`src/rtl/prefetch_queue.sv`:
```
module prefetch_queue #(
  parameter int DEPTH = 6,
  parameter int AW = 20,
  parameter logic [AW-1:0] RESET_ADDR = 20'hFFFF0
) (
  input  logic          clk,
  input  logic          rst_n,
  input  logic          flush,
  input  logic [AW-1:0] flush_addr,
  output logic          fetch_req,
  output logic [AW-1:0] fetch_addr,
  input  logic          fetch_ack,
  input  logic [15:0]   fetch_data,
  output logic          byte_valid,
  output logic [7:0]    byte_out,
  input  logic          byte_take,
  input  logic          byte_first,
  output logic [1:0]    qstat
);
  localparam int PW = $clog2(DEPTH);
  localparam int CW = $clog2(DEPTH + 1);

  function automatic logic [PW-1:0] adv(input logic [PW-1:0] p, input int n);
    int s;
    s = int'(p) + n;
    if (s >= DEPTH) s = s - DEPTH;
    return PW'(s);
  endfunction

  logic [7:0]    mem [DEPTH];
  logic [PW-1:0] rd_p, wr_p;
  logic [CW-1:0] cnt;
  logic [AW-1:0] faddr;

  assign fetch_req  = !flush && (cnt <= CW'(DEPTH - 2));
  assign fetch_addr = faddr;
  assign byte_valid = cnt != '0;
  assign byte_out   = mem[rd_p];

  wire          wr_go = fetch_ack && fetch_req;
  wire          odd   = faddr[0];
  wire          rd_go = byte_take && byte_valid && !flush;
  wire [CW-1:0] n_wr  = wr_go ? (odd ? CW'(1) : CW'(2)) : '0;
  wire [CW-1:0] n_rd  = rd_go ? CW'(1) : '0;

  always_ff @(posedge clk) begin
    if (wr_go) begin
      if (odd) mem[wr_p] <= fetch_data[15:8];
      else begin
        mem[wr_p]         <= fetch_data[7:0];
        mem[adv(wr_p, 1)] <= fetch_data[15:8];
      end
    end
  end

  always_ff @(posedge clk or negedge rst_n) begin
    if (!rst_n) begin
      rd_p  <= '0;
      wr_p  <= '0;
      cnt   <= '0;
      faddr <= RESET_ADDR;
      qstat <= 2'b00;
    end else begin
      if (flush) begin
        rd_p  <= '0;
        wr_p  <= '0;
        cnt   <= '0;
        faddr <= flush_addr;
        qstat <= 2'b10;
      end else begin
        wr_p  <= adv(wr_p, int'(n_wr));
        rd_p  <= rd_go ? adv(rd_p, 1) : rd_p;
        cnt   <= cnt + n_wr - n_rd;
        if (wr_go) faddr <= faddr + (odd ? AW'(1) : AW'(2));
        qstat <= rd_go ? (byte_first ? 2'b01 : 2'b11) : 2'b00;
      end
    end
  end

  assert_count_bound_R2: assert property (@(posedge clk) disable iff (!rst_n)
    cnt <= CW'(DEPTH));
  assert_no_req_when_tight_R2: assert property (@(posedge clk) disable iff (!rst_n)
    (cnt > CW'(DEPTH - 2)) |-> !fetch_req);
  assert_even_step_R3: assert property (@(posedge clk) disable iff (!rst_n)
    (fetch_ack && fetch_req && !fetch_addr[0]) |=> fetch_addr == $past(fetch_addr) + AW'(2));
  assert_odd_step_R4: assert property (@(posedge clk) disable iff (!rst_n)
    (fetch_ack && fetch_req && fetch_addr[0]) |=> fetch_addr == $past(fetch_addr) + AW'(1));
  assert_flush_empties_R6: assert property (@(posedge clk) disable iff (!rst_n)
    flush |=> (!byte_valid && fetch_addr == $past(flush_addr)));
  assert_flush_code_R7: assert property (@(posedge clk) disable iff (!rst_n)
    flush |=> qstat == 2'b10);
  assert_idle_code_R7: assert property (@(posedge clk) disable iff (!rst_n)
    (!flush && !byte_take) |=> qstat == 2'b00);
endmodule

```
`config.mk`:
```
export PLATFORM = sky130hd
export DESIGN_NAME = prefetch_queue
export DESIGN_NICKNAME = d
export VERILOG_FILES = /design/src/rtl/prefetch_queue.sv
export SDC_FILE = /design/constraint.sdc
export NUM_CORES = 1
export LEC_CHECK = 0
export BUFFER_PORTS_ARGS = -buffer_cell sky130_fd_sc_hd__buf_2
export CAP_MARGIN = 20
export CORE_MARGIN = 2
export CORE_UTILIZATION = 45
export CTS_CLUSTER_SIZE = 20
export DETAILED_ROUTE_END_ITERATION = 6
export GPL_TIMING_DRIVEN = 0
export HOLD_SLACK_MARGIN = 0.03
export MAX_ROUTING_LAYER = met4
export PLACE_DENSITY = 0.66
export SYNTH_ARGS = -nofsm -noshare
export SYNTH_HDL_FRONTEND = slang
export SYNTH_SLANG_ARGS = --single-unit
```
`constraint.sdc`:
```
create_clock -name clk -period 3.3 [get_ports clk]
set_input_delay 0.66 -clock clk [delete_from_list [all_inputs] [get_ports clk]]
set_output_delay 0.66 -clock clk [all_outputs]
set_load 0.1 [all_outputs]
```
* Word level (Yosys, flattened, before mapping)
Memories as Yosys holds them, arrays and structs flattened.
Index checks and enable logic that the tools add are counted.
** Operators by class
- Add/sub/neg operators :: 9
- $lt $le $gt $ge :: 4
- Muxes and demuxes :: 25
- Bitwise operators :: 1
- Reduce and logical (&&, ||, !) cells :: 8
** Operator list (number)
- 2-to-1 mux 20 bit :: 2
- 2-to-1 mux 3 bit :: 9
- adder 20 x 2 -> 20 bit :: 1
- >= comparator 4 x 3 -> 1 bit, second input constant :: 3
- 2-to-1 mux 2 bit :: 6
- subtractor 3 bit, second input constant :: 3
- adder 3 x 1 -> 4 bit, second input constant :: 2
- 2-to-1 mux 8 bit :: 1
- 2-to-1 mux 1 bit :: 7
- adder 3 x 2 -> 4 bit :: 1
- logical AND 1 bit :: 4
- nonzero test 2 bit :: 2
- adder 3 x 2 -> 3 bit :: 1
- less-or-equal comparator 3 bit, second input constant :: 1
- nonzero test 3 bit :: 1
- subtractor 3 x 1 -> 3 bit :: 1
- zero test 1 bit :: 1
- OR 1 bit :: 1
** Word-level totals
- Flip-flop bits (word level) :: 31
- RAM bits :: 48
- Input bits :: 42
- Output and inout bits :: 32
- Memories kept :: 1
** Memories
- mem :: words 6, bits a word 8, read ports 1, clocked after memory_dff 0, wr ports 2, line 30 : logic [7:0] mem [DEPTH];

* Longest topological paths before layout
- Word-level depth :: 8
- Gate-level depth with buffers :: 12
- Gate-level depth less buffers :: 11

* Least setup slack after synthesis
Ideal clock, no wire load.
- Kind :: flip-flop to output port
- Start point :: register rd_p[0]
- End point :: output byte_out[6]
- Arrival :: 2661 ps
- Data required time :: 2640 ps
- Path slack :: -21 ps
- Cell stages (with the launch flop) :: 6
- Cell sequence :: dfrtp_1 > buf_2 > buf_2 > mux4_2 > nor2_1 > a21oi_1
** On the way
- Cells in the longest elaborated chain, start to end :: 1
** Ends and longest elaborated chain
- start: declaration :: line 31 : logic [PW-1:0] rd_p, wr_p;
- start signal: assignment :: line 72 : rd_p <= rd_go ? adv(rd_p, 1) : rd_p;
- memory read (6 x 8 bit)
- end: declaration :: line 15 : output logic [7:0] byte_out,
No other way between the ends.

* Worst setup path in the final report
Ends and elaborated chain as after synthesis.

==> flow_summary.json <==
{
  "status": "finished clean",
  "finalSetupViolations": 0,
  "yosys_register_bits": 79,
  "finalWirelength_um": 11000,
  "max_freq_mhz": 329,
  "grt_max_degree": 32,
  "ys_async_sr_fraction": 0.392,
  "clk_pin_slew_worst_paths_ns": 0.08,
  "max-clock-path-buffers": 2,
  "rows": 36,
  "start_kind": "flop",
  "die_y_um": 105,
  "root_buffer": "clkbuf_8",
  "ys_types": 58,
  "p_leak_nw": 2.10,
  "final.period_utilization": 0.922,
  "worstPathRequired_ns": 2.64,
  "crit_type": "flop to output pin",
  "synthFlopType": "edfxtp_1",
  "first_pass_iters": 4,
  "grt_pass1_wl_um": 17600,
  "antenna_found_initial": 0,
  "synth_simple_gate_area_share": 0.119,
  "die_x_um": 105,
  "gp_congestion": 0.812,
  "antennaDiodeCount": 0,
  "cp_max_fo": 10,
  "netlist_area_mm2": 0.00461,
  "synth_compound_area_frac": 0.120,
  "initial_utilization": 0.467,
  "finalHoldViolations": 0,
  "final_util": 0.544,
  "powerDensity_mw_per_mm2": 621,
  "crit_arrival_ns": 2.38,
  "cts_hold_buf": 0,
  "core_mm2": 0.00986,
  "fin_crit_ns": 3.04,
  "clock-sinks": 79,
  "drc": 0,
  "cts_tree": "built",
  "avgViaCountPerCell": 5.69,
  "hpwl_um": 7670,
  "insertion_delay_ns": 0.35,
  "cts_buffers": 9,
  "cap_violations": 0,
  "synthAdderAreaFrac": 0.0337,
  "wl_per_cell_um": 18.2,
  "drv_slew": 0,
  "grt_usage": 0.211,
  "n_fill_cell": 857,
  "synth_edf_count": 48,
  "vias": 3448,
  "synth_cells": 382,
  "maxSlewHeadroom": 0.324,
  "hold_class": "primary input to async pin",
  "endpoint_kind": "output pin",
  "yosys_warnings": 0,
  "synth_mux_area_frac": 0.196,
  "drt_iter0_markers": 242,
  "synth_seq_area_share": 0.486,
  "io_pins": 74,
  "port_buffers": 73,
  "layout_common_cells": "buf_2, edfxtp_1, mux2_2",
  "synthXorXnorAreaFrac": 0.00951,
  "syn_area_per_cell_um2": 12.1,
  "fin_setup_tns_ns": 0,
  "die_area_mm2": 0.0111,
  "layout_commonest_cell": "buf_2",
  "nNetsFinal": 521,
  "synth_nets": 435,
  "tightestPinTransition_ns": 1.01,
  "fin_skew_ns": 0.00943,
  "ant_nets": 0,
  "grt_pass1_vias": 3434,
  "rsz0062_at_grt": "no",
  "irDropWorstVdd_mv": 0.321,
  "synth_top_family_by_area": "multiplexers",
  "htreeDepth": 3,
  "area_growth_pct": 16.5,
  "drive_gt1_frac": 0.397,
  "grt_overflow_total": 0
}
power by group:
part | leakage [nW] | switching, mW | internal, mW
sequential | 0.799 | 0.0690 | 1.16
clock | 0.0973 | 0.373 | 0.355
combinational | 1.20 | 0.989 | 0.386
total | 2.10 | 1.43 | 1.90
kinds of logic (layout without fill, tap and decap cells):
group,count (synthesis),after routing
adders and majority gates,12,12
xor gates and xnor gates,5,5
AOI/OAI and AO/OA,78,78
buffers and inverters,33,124
muxes,67,67
DFF,79,79
and+or+nand+nor,108,108
state kept, by name, indices dropped and copies added, names as in the netlist:
name,cells
mem,48
qstat,2
wr_p,3
cnt,3
fetch_addr,20
rd_p,3
synthesized netlist by cell type (all sizes together) (4+ instances only):
| library cell | n | area share |
|---|---|---|
| nand4 | 6 | 0.0082 |
| or3 | 4 | 0.0054 |
| clkbuf | 7 | 0.0057 |
| nor2 | 28 | 0.023 |
| dfstp | 16 | 0.091 |
| nand3 | 18 | 0.020 |
| nor3 | 6 | 0.0090 |
| dfrtp | 15 | 0.081 |
| a21oi | 18 | 0.024 |
| o311ai | 9 | 0.017 |
| mux2 | 49 | 0.13 |
| o21ai | 18 | 0.020 |
| mux2i | 9 | 0.020 |
| ha | 10 | 0.027 |
| mux4 | 9 | 0.044 |
| nor2b | 6 | 0.0082 |
| inv | 14 | 0.011 |
| edfxtp | 48 | 0.31 |
| buf | 11 | 0.017 |
| nand2 | 27 | 0.024 |
| o211ai | 6 | 0.0098 |
| a31o | 4 | 0.0076 |
final timing paths:
check | start | to | slack [ns] | depth (start not counted)
max | rd_p[0] | byte_out[6] | 0.26 | 6
min | rst_n | fetch_addr[2] | 0.36 | 1
max reg2reg | cnt[1] | cnt[2] | 0.31 | 12
min reg2reg | fetch_addr[17] | fetch_addr[17] | 0.51 | 2
max in group asynchronous | rst_n | qstat[0] | 2.48 | 1
min in group clk | fetch_addr[17] | fetch_addr[17] | 0.51 | 2
metrics by stage:
| step | instance area, µm² | std cells | total power [mW] | setup slack (ns) | hold slack (ns) |
|---|---|---|---|---|---|
| 6_report | 5370 | 606 | 3.33 | 0.258 | 0.356 |
| 2_1_floorplan | 4610 | 382 | 2.36 | 0.144 | 0.364 |
| 5_1_grt | 5370 | 606 | 3.49 | 0.0783 | 0.380 |
| 3_3_place_gp | 5140 | 588 | 2.60 | -0.0916 | 0.496 |
| 4_1_cts | 5360 | 606 | 3.35 | 0.115 | 0.356 |
| 3_5_place_dp | 5170 | 590 | 2.62 | 0.0268 | 0.498 |
layout make-up:
| cell class | count | area, µm² | share of cell area |
|---|---|---|---|
| flip-flops and latches | 79 | 2240 | 0.417 |
| inverters | 15 | 56.3 | 0.0105 |
| clock inverters | 6 | 68.8 | 0.0128 |
| well taps | 133 | 166 | 0.0310 |
| multi-input cells | 270 | 2220 | 0.414 |
| plain buffers | 18 | 109 | 0.0203 |
| clock buffers | 10 | 128 | 0.0238 |
| repair buffers | 75 | 380 | 0.0709 |
timing repair:
action | in CTS | in global routing
setup endpoints to repair | 0 | 1
resized for setup | 0 | 1
endpoints found under the hold margin | 0 | 0
setup buffers | 0 | 0
layer usage:
layer | GRT usage | wire length [µm]
met1 | 0.275 | 4990
met2 | 0.330 | 5380
met3 | 0.0393 | 427
met4 | 0.0752 | 201
met5 | - | 0
worst max-delay path, stage by stage (launching register included):
cell	delay, ns
dfrtp_1	0.37
buf_2	0.31
clkbuf_4	0.35
mux4_2	0.52
nor2_1	0.12
a21oi_2	0.04
buf_2	0.31
Power figures use the tool's default switching activity.
